<file path="src/rtl/bms_pkg.sv">
package bms_pkg;
    typedef enum logic [1:0] {
        ST_IDLE  = 2'd0,
        ST_WRITE = 2'd1,
        ST_DONE  = 2'd2
    } bms_state_e;
endpackage

</file>
<file path="src/rtl/bms_mask_extract.sv">
module bms_mask_extract #(
    parameter int NBYTES = 8,
    parameter int EXT_W  = 32
) (
    input  logic [NBYTES*8-1:0] mask,
    output logic [NBYTES-1:0]   enables,
    output logic [EXT_W-1:0]    packed_bits
);
    for (genvar i = 0; i < NBYTES; i++) begin : g_byte
        assign enables[i] = mask[8*i+7];
    end

    assign packed_bits = {{(EXT_W-NBYTES){1'b0}}, enables};
endmodule

</file>
<file path="src/rtl/bms_ctrl.sv">
module bms_ctrl
    import bms_pkg::*;
#(
    parameter int NBYTES = 8,
    parameter int ADDR_W = 48,
    localparam int DATA_W = NBYTES*8
) (
    input  logic              clk,
    input  logic              rst_n,
    input  logic              op_valid,
    input  logic [DATA_W-1:0] op_data,
    input  logic [ADDR_W-1:0] op_addr,
    input  logic [NBYTES-1:0] op_be,
    output logic              busy,
    output logic              op_done,
    output logic              mem_req,
    input  logic              mem_ready,
    output logic [ADDR_W-1:0] mem_addr,
    output logic [DATA_W-1:0] mem_wdata,
    output logic [NBYTES-1:0] mem_be
);
    bms_state_e state_q, state_d;
    logic       accept;
    logic       any_be;

    assign any_be = |op_be;

    // state register
    always_ff @(posedge clk) begin
        if (!rst_n) state_q <= ST_IDLE;
        else        state_q <= state_d;
    end

    // next state and outputs
    always_comb begin
        state_d = state_q;
        busy    = 1'b0;
        op_done = 1'b0;
        mem_req = 1'b0;
        accept  = 1'b0;
        unique case (state_q)
            ST_IDLE, ST_DONE: begin
                op_done = (state_q == ST_DONE);
                accept  = op_valid;
                if (op_valid) state_d = any_be ? ST_WRITE : ST_DONE;
                else          state_d = ST_IDLE;
            end
            ST_WRITE: begin
                busy    = 1'b1;
                mem_req = 1'b1;
                if (mem_ready) state_d = ST_DONE;
            end
            default: state_d = ST_IDLE;
        endcase
    end

    // captured write request
    always_ff @(posedge clk) begin
        if (!rst_n) begin
            mem_addr  <= '0;
            mem_wdata <= '0;
            mem_be    <= '0;
        end else if (accept && any_be) begin
            mem_addr  <= op_addr;
            mem_wdata <= op_data;
            mem_be    <= op_be;
        end
    end

    a_r4_hold_stable: assert property (@(posedge clk) disable iff (!rst_n)
        (mem_req && !mem_ready) |=> (mem_req && $stable(mem_addr) && $stable(mem_wdata) && $stable(mem_be)));

    a_r9_nonzero_be: assert property (@(posedge clk) disable iff (!rst_n)
        mem_req |-> (mem_be != '0));

    a_r7_done_after_handshake: assert property (@(posedge clk) disable iff (!rst_n)
        (mem_req && mem_ready) |=> (op_done && !busy && !mem_req));

    a_r5_silent_complete: assert property (@(posedge clk) disable iff (!rst_n)
        (op_valid && !busy && !any_be) |=> (op_done && !mem_req && !busy));

    a_r6_no_accept_busy: assert property (@(posedge clk) disable iff (!rst_n)
        (busy && !mem_ready) |=> busy);
endmodule

</file>
<file path="src/rtl/bytemask_store.sv">
module bytemask_store #(
    parameter int NBYTES = 8,
    parameter int ADDR_W = 48,
    parameter int EXT_W  = 32,
    localparam int DATA_W = NBYTES*8
) (
    input  logic              clk,
    input  logic              rst_n,
    input  logic              op_valid,
    input  logic [DATA_W-1:0] op_data,
    input  logic [DATA_W-1:0] op_mask,
    input  logic [ADDR_W-1:0] op_addr,
    output logic [EXT_W-1:0]  mask_bits,
    output logic              busy,
    output logic              op_done,
    output logic              mem_req,
    input  logic              mem_ready,
    output logic [ADDR_W-1:0] mem_addr,
    output logic [DATA_W-1:0] mem_wdata,
    output logic [NBYTES-1:0] mem_be
);
    logic [NBYTES-1:0] be_sel;

    bms_mask_extract #(.NBYTES(NBYTES), .EXT_W(EXT_W)) u_extract (
        .mask        (op_mask),
        .enables     (be_sel),
        .packed_bits (mask_bits)
    );

    bms_ctrl #(.NBYTES(NBYTES), .ADDR_W(ADDR_W)) u_ctrl (
        .clk       (clk),
        .rst_n     (rst_n),
        .op_valid  (op_valid),
        .op_data   (op_data),
        .op_addr   (op_addr),
        .op_be     (be_sel),
        .busy      (busy),
        .op_done   (op_done),
        .mem_req   (mem_req),
        .mem_ready (mem_ready),
        .mem_addr  (mem_addr),
        .mem_wdata (mem_wdata),
        .mem_be    (mem_be)
    );

    a_r3_extract_upper_zero: assert property (@(posedge clk) disable iff (!rst_n)
        mask_bits[EXT_W-1:NBYTES] == '0);
endmodule

</file>
<file path="config.mk">
export PLATFORM = sky130hd
export DESIGN_NAME = bytemask_store
export DESIGN_NICKNAME = d
export VERILOG_FILES = /design/src/rtl/bms_pkg.sv /design/src/rtl/bms_mask_extract.sv /design/src/rtl/bms_ctrl.sv /design/src/rtl/bytemask_store.sv
export SDC_FILE = /design/constraint.sdc
export NUM_CORES = 1
export LEC_CHECK = 0
export BUFFER_PORTS_ARGS = -buffer_cell sky130_fd_sc_hd__buf_4
export CORE_AREA = 5 5 128 130
export CTS_BUF_LIST = sky130_fd_sc_hd__clkbuf_4
export DETAILED_ROUTE_END_ITERATION = 16
export DIE_AREA = 0 0 133 135
export GPL_TIMING_DRIVEN = 0
export PLACE_DENSITY = 0.7
export RECOVER_POWER = 25
export SYNTH_ARGS = -nofsm -noshare
export SYNTH_HDL_FRONTEND = slang
export SYNTH_SLANG_ARGS = --single-unit
</file>
<file path="constraint.sdc">
create_clock -name clk -period 1.2 [get_ports clk]
set_input_delay 0.18 -clock clk [delete_from_list [all_inputs] [get_ports clk]]
set_output_delay 0.18 -clock clk [all_outputs]
set_load 0.005 [all_outputs]
</file>
# ---- Word-level counts from Yosys, hierarchy flattened
# Index checks and enable logic that the tools add are counted.
dict set report word_totals {
  in_bits 180
  ff_bits 122
  elab_cells 18
  out_inout_bits 155
}
dict set report op_classes {
  eq_ne 3
  muxes 7
  reduce_logical 4
}
# operator count
set op_table {}
lappend op_table {{OR reduction 8 bit} 1}
lappend op_table {{two-way mux 2 bit} 3}
lappend op_table {{case mux 2 bit (2 select lines)} 1}
lappend op_table {{two-way mux 1 bit} 3}
lappend op_table {{== test 2 x 1 -> 1 bit (second input constant)} 1}
lappend op_table {{== test 2 bit (second input constant)} 1}
lappend op_table {{logical NOT 2 bit} 1}
lappend op_table {{!= test 2 bit (second input constant)} 1}
lappend op_table {{OR reduction 2 bit} 1}
lappend op_table {{logical AND 1 bit} 1}

# ---- Longest topological paths before layout
# Gate-level depths: netlist (run 1).
dict set report logic_depth {
  ltp_word 4
  depth_mapped 5
  mapped_depth_nobuf 3
}

# ---- Hierarchy
# From an unflattened synthesis (run 1), not the netlist that was laid out.
dict set report hier_totals {
  cells_unflattened 575
  area_unflattened_um2 5163.7
}
# mod seq_area_each_um2 n_inst area_each_um2 cells_each
set by_module_without_submodules {}
lappend by_module_without_submodules {bms_ctrl 2442.3 1 4859.7 534}
lappend by_module_without_submodules {bms_mask_extract 0.0 1 304.0 41}

# ---- Least setup slack after synthesis (run 1)
# No wires, ideal clock.
dict set report synth_path {
  kind {register to register}
  startpoint {register u_ctrl.state_q[0]}
  endpoint {register u_ctrl.mem_addr[14]}
  period_less_slack_ns 1.255
  stages_incl_launch_ff 6
  path_buffers 2
  slack_ns -0.055
  setup_ns 0.072
  t_required_ns 1.128
  arrival_time_ns 1.183
  path_cell_list {dfxtp_1 > nand2b_1 > a21oi_1 > buf_4 > buf_6 > mux2i_1}
}
dict set report synth_via {
  elab_chain_cells 4
  word_cells_on_any_way 5
  classes_between {eq/ne (1); mux (1); reduce/logical (3)}
}
# element line_no
set synth_rtl {}
lappend synth_rtl {{from (decl)} bms_ctrl.sv:22} ;# bms_state_e state_q, state_d;
lappend synth_rtl {{from (signal assigned)} bms_ctrl.sv:31} ;# else state_q <= state_d;
lappend synth_rtl {{== test 2 bit or logical NOT 2 bit (tied branches)} bms_ctrl.sv:41} ;# unique case (state_q)
lappend synth_rtl {{OR reduction 2 bit (*)} bms_ctrl.sv:41}
lappend synth_rtl {{two-way mux 1 bit (*)} bms_ctrl.sv:41}
lappend synth_rtl {{logical AND 1 bit (*)} bms_ctrl.sv:63} ;# end else if (accept && any_be) begin
lappend synth_rtl {{to (signal assigned)} bms_ctrl.sv:64} ;# mem_addr <= op_addr;
lappend synth_rtl {{to (decl)} bms_ctrl.sv:18} ;# output logic [ADDR_W-1:0] mem_addr,
# Every way passes the cells marked *; elsewhere a longest branch is shown, timed or not.
# A chain may end at the register's enable or synchronous reset.

# ---- Final worst setup path (run 1)
dict set report layout_path {
  startpoint {input port op_mask[23]}
  endpoint {register u_ctrl.mem_wdata[13]}
}
dict set report layout_via {
  elab_chain_cells 2
}
# element line_no
set layout_rtl {}
lappend layout_rtl {{from (decl)} bytemask_store.sv:11} ;# input logic [DATA_W-1:0] op_mask,
lappend layout_rtl {{OR reduction 8 bit} bms_ctrl.sv:26} ;# assign any_be = |op_be;
lappend layout_rtl {{logical AND 1 bit} bms_ctrl.sv:63}
lappend layout_rtl {{to (signal assigned)} bms_ctrl.sv:65} ;# mem_wdata <= op_data;
lappend layout_rtl {{to (decl)} bms_ctrl.sv:19} ;# output logic [DATA_W-1:0] mem_wdata,
# Every way passes these cells.

==> results.cfg, run 1 <==
[run_status]
status = finished, violations left
violations = hold timing, setup timing

[final_layout]
diodes = 0
fin_nets = 1201
area_delta_synth_final_pct = 99.9
final_area_sq_um = 10200
register_area_sq_um = 2590
final_core_util = 0.679
fillers = 1067
drive_gt1_frac = 0.479
multi_input_area_sq_um = 2330

[setup_path]
cp.required_ps = 1630
critPathKind = in -> reg
path_max_fanout = 5
r2r_cells = 7
critPathCaptureType = flip-flop
path_depth = 9
critPathBufInv = 6
cp_cell_sequence = buf_4 > dlygate4sd3_1 > nor4_4 > a21oi_4 > buf_12 > clkbuf_16 > buf_12 > buf_16 > mux2i_1
arrival_ps = 1940
slowest_delay_ps = 600
cp_top_family = buffers and inverters
r2r_slack_ps = -250
cp_slowest_cell = dlygate4sd3_1
start_kind = input pin
crit_top_cell = buf_12

[timing]
finalMaxSlewViolations = 0
max_slew.worst_pin.slew_ps = 658
period_needed_ps = 1510
skew_ps = 10.5
relSlewSlack = 0.561
worst_slack_ps = -308
rsz0062_at_grt = true
setup_viol_count_final = 114
hold_ws_ps = -9.06
fmax_ghz = 0.663
period_share = 1.26
hold_violations = 1

[placement]
io_buffers = 253
gp_congestion = 0.779
place_area_sq_um = 7350
place_hpwl_mm = 11.7

[yosys]
synth_edf_count = 0
post_synth.cell_area_avg_sq_um = 9.00
syn_inst = 567
yosysMostFrequentCell = nand2_1
synthTopCellsByArea = dfxtp_1 (48%), mux2i_1 (24%), nand2_1 (18%)
ys_ff_latch = 122
synth_warnings = 0
synth_top_area_cell = dfxtp_1
yosysSeqAreaShare = 0.479
synth.distinct_cells = 15
synth_ff_type = dfxtp_1
synth_top_area_share = 0.479
syn_area_sq_um = 5100
async_reset_ff_frac = 0
ys_top_cells_by_count = nand2_1 (241), dfxtp_1 (122), mux2i_1 (120), buf_4 (34), clkbuf_1 (26)

[power]
power.density_nw_per_um2 = 1020
power_uw = 10400
peakVddDrop_mv = 0.821
cellLeakagePower_uw = 0.00481

[clocking]
clockRootBuffer = clkbuf_4
cts.htree.levels = 4
clk_pin_slew_ps = 110
cts_made_buffers = 17
insertion_delay_ps = 530
cts_tree = done
cts_max_path_buffers = 2
cts.sinks = 122

[routing]
route.vias.total = 5436
first_pass_iters = 4
wire_per_inst_um = 16.5
routed_wl_mm = 20.2
drc = 0
drt_iter0_drc = 153
postRouteAntennaNets = 0
avgViaCountPerCell = 4.45

[grt]
first_global_vias = 5565
antenna_found_initial = 0
grt_max_degree = 17
grt_util_all_layers = 0.204
grt-ovfl-total = 0
grt_pass1_wl_mm = 29.1

[floorplan]
num_rows = 45
io_pins = 335
chipWidth_um = 133
core-area_sq_um = 15000
dieArea_sq_um = 18000
die_y_um = 135
start_util = 0.339

[run]
max-cap-violations = 0

[min_path]
min_path_cells = 4
min_path_type = in -> reg
-- tightest hold or removal path, stage by stage --
cell,delay (ps)
buf_4,110
nor4_4,50
nand3b_1,80
a21boi_0,70
-- flip-flops by register name, indices dropped and copies added (netlist names) --
name and count:
u_ctrl.mem_be 8, u_ctrl.mem_wdata 64, u_ctrl.mem_addr 48, u_ctrl.state_q 2
-- repair_timing --
item,in CTS,in global routing
setup endpoints to repair,244,244
buffers inserted,7,20
hold buffers,121,6
resized for setup,264,37
endpoints found under the hold margin,122,7
pin swaps,0,3
gates cloned,4,10
-- placed cells by master, fill, tap and decap left out, types with 3 or more instances in the layout --
| cell | count |
|---|---|
| clkinv_2 | 5 |
| clkbuf_4 | 23 |
| mux2i_1 | 119 |
| buf_4 | 178 |
| conb_1 | 24 |
| dlygate4sd3_1 | 121 |
| buf_16 | 4 |
| clkbuf_16 | 10 |
| dfxtp_2 | 122 |
| clkbuf_1 | 27 |
| buf_8 | 4 |
| bufinv_16 | 3 |
| buf_12 | 14 |
| buf_6 | 123 |
| nand2_1 | 241 |
-- cells by family (layout without fill, tap and decap cells) --
group / after synthesis / in the layout / share of synthesized area
compound gates: 3 / 3 / 0.00392
simple gates: 248 / 248 / 0.189
mux: 120 / 120 / 0.235
flops: 122 / 122 / 0.479
other cells: 1 / 24 / 0.000735
buf+inv: 73 / 516 / 0.0929
-- metal layers --
metal	up-vias	track usage	wire [um]
met2	193	0.367	10700
li1	2678	-	-
met4	0	0.0837	558
met5	-	0	0
met3	43	0.0805	1420
met1	2522	0.213	7500
-- power breakdown --
part           switching (uW)  internal, uW  total [uW]
Combinational             972          1750        2720
Clock                    1550          1500        3060
Sequential                201          4390        4590
-- layout make-up --
class                      count  area share
timing repair buffer         415       0.413
clock inverter                10      0.0124
buffer                        70      0.0540
tap                          188      0.0231
sequential                   122       0.254
clock buffer                  21      0.0155
multi-input combinational    395       0.228
-- per-stage QoR --
stage / instances / worst slack [ps] / hold WS (ps) / TNS [ps]
finish: 1221 / -308 / -9.06 / -24690
global placement: 1031 / -652 / 439 / -63060
floorplan: 590 / 27.3 / 322 / 0
CTS: 1194 / -294 / -42.6 / -27530
global route: 1221 / -370 / -50.6 / -33080
detailed placement: 1031 / -682 / 444 / -63510
-- worst paths after layout --
kind / end / from
setup / recovery: u_ctrl.mem_wdata[13] / op_mask[23]
hold / removal: u_ctrl.state_q[1] / op_mask[47]
setup reg to reg: u_ctrl.mem_addr[42] / u_ctrl.state_q[0]
hold reg to reg: u_ctrl.mem_wdata[33] / u_ctrl.mem_wdata[33]
Note: power is estimated with default switching activity, not from simulation.
==> run 2, diff against run 1 <==
- CTS_BUF_LIST: sky130_fd_sc_hd__clkbuf_4 -> sky130_fd_sc_hd__clkbuf_8
==> results.cfg, run 2 (synthesis gave the netlist of run 1 again) <==
[power]
p_comb_frac = 0.223
seqPwrFrac = 0.425
p_switching_uw = 2720
cellLeakagePower_uw = 0.00450
peakVddDrop_mv = 0.792
power.density_nw_per_um2 = 1130
p_sw_frac = 0.258
intPower_uw = 7820
pwr-share-clk = 0.352

[grt]
grt_util_all_layers = 0.193
grt_max_degree = 17
first_global_vias = 5424
antenna_found_initial = 0
grt-ovfl-total = 0
grt_pass1_wl_mm = 27.6

[clocking]
cts.sinks = 122
cts_max_path_buffers = 2
cts_tree = done
cts_made_buffers = 17
cts.htree.levels = 4
insertion_delay_ps = 440
clk_pin_slew_ps = 80
clockRootBuffer = clkbuf_8

[setup_path]
critPathCaptureType = flip-flop
path_max_fanout = 5
r2r_slack_ps = -210
timing.rr.end = u_ctrl.mem_wdata[26]
cp_slowest_cell = dfxtp_2
r2r-start = u_ctrl.state_q[0]
cp_top_family = buffers and inverters
critPathBufInv = 3
r2r_cells = 6
cp.required_ps = 1570
slowest_delay_ps = 340
start_kind = flip-flop
arrival_ps = 1780
critPathKind = reg -> reg
cp_cell_sequence = nand2b_4 > a21oi_4 > buf_12 > buf_16 > clkbuf_16 > mux2i_1

[timing]
fmax_ghz = 0.709
period_needed_ps = 1410
max_slew.worst_pin.slew_ps = 610
finalSetupTns_ps = -14520
hold_violations = 0
rsz0062_at_grt = true
period_share = 1.18
relSlewSlack = 0.593
skew_ps = 8.50
setup_viol_count_final = 118
finalMaxSlewViolations = 0
worst_slack_ps = -211
hold_ws_ps = 39.5

[routing]
wire_per_inst_um = 15.4
route.vias.total = 5269
first_pass_iters = 4
drc = 0
avgViaCountPerCell = 4.41
postRouteAntennaNets = 0
routed_wl_mm = 18.4
drt_iter0_drc = 182

[min_path]
min_path_cells = 3
hp-start = op_data[54]
min_path_type = in -> reg
min_to = u_ctrl.mem_wdata[54]

[floorplan]
die_y_um = 135
core-area_sq_um = 15000
start_util = 0.339
num_rows = 45
dieArea_sq_um = 18000
io_pins = 335
chipWidth_um = 133

[final_layout]
multi_input_area_sq_um = 2330
fin_nets = 1175
final_cells = 1195
final_common_cell = buf_4
register_area_sq_um = 2440
final_area_sq_um = 9340
top_regs = u_ctrl.mem_wdata x64, u_ctrl.mem_addr x48, u_ctrl.mem_be x8
fillers = 1199
final_cell_mix = buf_4 (260), nand2_1 (241), dfxtp_1 (120)
drive_gt1_frac = 0.339
regMostFlops = u_ctrl.mem_wdata
diodes = 0
area_delta_synth_final_pct = 83.0
largest_reg_flops = 64

[run_status]
status = finished, violations left
violations = setup timing

[run]
max-cap-violations = 0

[placement]
place_hpwl_mm = 11.7
io_buffers = 253
placed_cells = 1031
gp_congestion = 0.779
place_area_sq_um = 7350
==> run 2: tightest hold or removal path: cells and delay by family <==
kind	cells	cell delay, ps
buffers and inverters	1	110
multiplexers	1	70
AND/OR/NAND/NOR	1	70
==> run 2: power groups by stage <==
| stage | clock network [uW] | registers [uW] | logic, uW |
|---|---|---|---|
| floorplan | 0 | 4580 | 777 |
| global placement | 0 | 4550 | 1750 |
| detailed placement | 0 | 4560 | 1770 |
| CTS | 3800 | 4470 | 2260 |
| global route | 3980 | 4510 | 2530 |
| finish | 3710 | 4480 | 2350 |
==> run 2: cell type report <==
cell class / instances / area share
Buffer: 73 / 0.0634
Clock buffer: 18 / 0.0265
Clock inverter: 13 / 0.0147
Multi-Input combinational cell: 395 / 0.249
Sequential cell: 122 / 0.262
Tap cell: 188 / 0.0252
Timing Repair Buffer: 386 / 0.359
==> run 2: per-stage QoR <==
| stage | setup WS, ps | total power, uW | util |
|---|---|---|---|
| 3_3_place_gp | -652 | 6310 | 0.489 |
| 6_report | -211 | 10500 | 0.621 |
| 2_1_floorplan | 27.3 | 5360 | - |
| 5_1_grt | -264 | 11000 | 0.621 |
| 4_1_cts | -176 | 10500 | 0.612 |
| 3_5_place_dp | -682 | 6330 | 0.489 |
==> run 2: worst max-delay path by stage <==
stage / startpoint / end / slack [ps] / cells past startpoint
detailed placement: rst_n / u_ctrl.mem_wdata[42] / -680 / 5
global placement: rst_n / u_ctrl.mem_wdata[46] / -650 / 5
finish: u_ctrl.state_q[0] / u_ctrl.mem_wdata[26] / -210 / 6
CTS: u_ctrl.state_q[0] / u_ctrl.mem_wdata[26] / -180 / 6
global route: u_ctrl.state_q[0] / u_ctrl.mem_wdata[26] / -260 / 6
floorplan: u_ctrl.state_q[0] / u_ctrl.mem_addr[14] / 30 / 5
==> run 2: what timing repair did <==
item                                    4_1_cts  5_1_grt
gates cloned                                  3        7
setup buffers                                 5        1
pin swaps                                     1        0
endpoints found under the hold margin       118        0
endpoints found under the setup margin      124      124
hold buffers                                118        0
gates resized for setup                      41        8
==> run 2: layer usage <==
| layer | vias to the layer above | part of all wire | GRT usage |
|---|---|---|---|
| li1 | 2611 | - | - |
| met1 | 2413 | 0.40 | 0.216 |
| met2 | 208 | 0.50 | 0.335 |
| met3 | 37 | 0.067 | 0.0622 |
| met4 | 0 | 0.026 | 0.0878 |
| met5 | - | 0 | 0 |
==> run 3, diff against run 2 <==
- PLACE_DENSITY: 0.7 -> 0.67
- clock period: 1.2 -> 1.6 ns (I/O delays scaled with it)
==> results.cfg, run 3 (synthesis gave the netlist of run 1 again) <==
[timing]
finalMaxSlewViolations = 0
period_needed_ps = 1460
setup_viol_count_final = 0
period_share = 0.912
skew_ps = 7.13
hold_violations = 0
rsz0062_at_grt = false
max_slew.worst_pin.slew_ps = 785
fmax_ghz = 0.685
relSlewSlack = 0.477

[setup_path]
crit_top_cell = buf_4
cp_top_family = flip-flops
critPathCaptureType = primary output
cp_cell_sequence = nor2b_2 > buf_4 > buf_4
slowest_delay_ps = 350
cp.required_ps = 1360
timing.rr.end = u_ctrl.mem_wdata[1]
r2r_cells = 5
path_max_fanout = 4
cp_slowest_cell = dfxtp_1
critPathBufInv = 2
r2r_slack_ps = 170
r2r-start = u_ctrl.state_q[0]
start_kind = flip-flop
arrival_ps = 1220
critPathKind = reg -> out

[routing]
drt_iter0_drc = 180
first_pass_iters = 4
postRouteAntennaNets = 0
drc = 0
avgViaCountPerCell = 4.31
route.vias.total = 4581
routed_wl_mm = 15.3
wire_per_inst_um = 14.4

[final_layout]
final_cells = 1062
final_common_cell = nand2_1
final_core_util = 0.507
drive_gt1_frac = 0.348
diodes = 0
largest_reg_flops = 64
final_cell_mix = nand2_1 (241), buf_4 (223), dfxtp_1 (122)
fin_nets = 1042
area_delta_synth_final_pct = 49.3
regMostFlops = u_ctrl.mem_wdata
final_area_sq_um = 7620
top_regs = u_ctrl.mem_wdata x64, u_ctrl.mem_addr x48, u_ctrl.mem_be x8

[power]
cellLeakagePower_uw = 0.00372
power.density_nw_per_um2 = 960
peakVddDrop_mv = 0.435

[floorplan]
dieArea_sq_um = 18000
start_util = 0.339
core-area_sq_um = 15000
chipWidth_um = 133
io_pins = 335
num_rows = 45
die_y_um = 135

[clocking]
cts_tree = done
clockRootBuffer = clkbuf_8
cts.sinks = 122
cts.htree.levels = 4
cts_max_path_buffers = 2
clk_pin_slew_ps = 70
insertion_delay_ps = 420
cts_made_buffers = 17

[min_path]
min_path_cells = 3
hp-start = op_data[44]
min_path_type = in -> reg
min_to = u_ctrl.mem_wdata[44]

[grt]
grt_pass1_wl_mm = 23.6
grt_util_all_layers = 0.166
grt-ovfl-total = 0
first_global_vias = 4454
grt_max_degree = 17
antenna_found_initial = 0

[run_status]
status = finished clean

[placement]
gp_congestion = 0.755
placed_cells = 1031
place_hpwl_mm = 11.6
place_area_sq_um = 7320
io_buffers = 253

[run]
max-cap-violations = 0
-- run 3: worst reg2reg max path, delay by kind of cell (launching register included) --
kind / cells / cell delay, ps
AO/OA/AOI/OAI: 1 / 220
multiplexers: 1 / 210
AND/OR/NAND/NOR: 1 / 160
buffers and inverters: 2 / 430
flip-flops: 1 / 330
-- run 3: how the worst max path moves through the flow --
stage | slack, ps | from | endpoint | cells past startpoint
2_1_floorplan | 310 | op_mask[63] | u_ctrl.state_q[0] | 5
3_5_place_dp | -280 | rst_n | u_ctrl.mem_addr[32] | 5
3_3_place_gp | -270 | rst_n | u_ctrl.mem_addr[24] | 5
6_report | 140 | u_ctrl.state_q[0] | mem_req | 3
5_1_grt | 9 | rst_n | u_ctrl.mem_addr[24] | 5
4_1_cts | 8 | u_ctrl.state_q[0] | mem_req | 3
-- run 3: final cells by class --
type | instances | area, sq um
fill | 1499 | 7410
tap | 188 | 235
clock buffer | 21 | 289
sequential | 122 | 2440
timing repair buffer | 253 | 1790
clock inverter | 10 | 101
buffer | 73 | 478
multi-input combinational | 395 | 2280
-- run 3: layer usage --
metal  part of all wire  GRT usage  vias to the layer above
li1                   -          -                     2353
met5                  0          0                        -
met4              0.020     0.0624                        0
met3              0.087     0.0704                       22
met1               0.42      0.198                     2042
met2               0.48      0.265                      164
-- run 3: through the flow --
step / setup slack, ps / hold WS [ps] / total power [uW] / TNS (ps)
floorplan: 312 / 382 / 4010 / 0
global placement: -270 / 442 / 4730 / -26400
detailed placement: -283 / 448 / 4740 / -26810
CTS: 7.78 / 20.2 / 7490 / 0
global route: 8.79 / 24.5 / 7700 / 0
finish: 141 / 63.6 / 7310 / 0
-- run 3: timing repair --
action,CTS,global route
buffers inserted,0,0
setup endpoints to repair,1,109
cloned,0,0
hold buffers,0,0
pin swaps,0,0
resized for setup,1,2
-- run 3: where the power goes --
| group | leakage, uW | switching (uW) | total (uW) | internal [uW] |
|---|---|---|---|---|
| Clock | 0.000207 | 1180 | 2700 | 1520 |
| Sequential | 0.00100 | 105 | 3350 | 3250 |
| Combinational | 0.00251 | 552 | 1260 | 710 |
| Total | 0.00372 | 1840 | 7310 | 5480 |
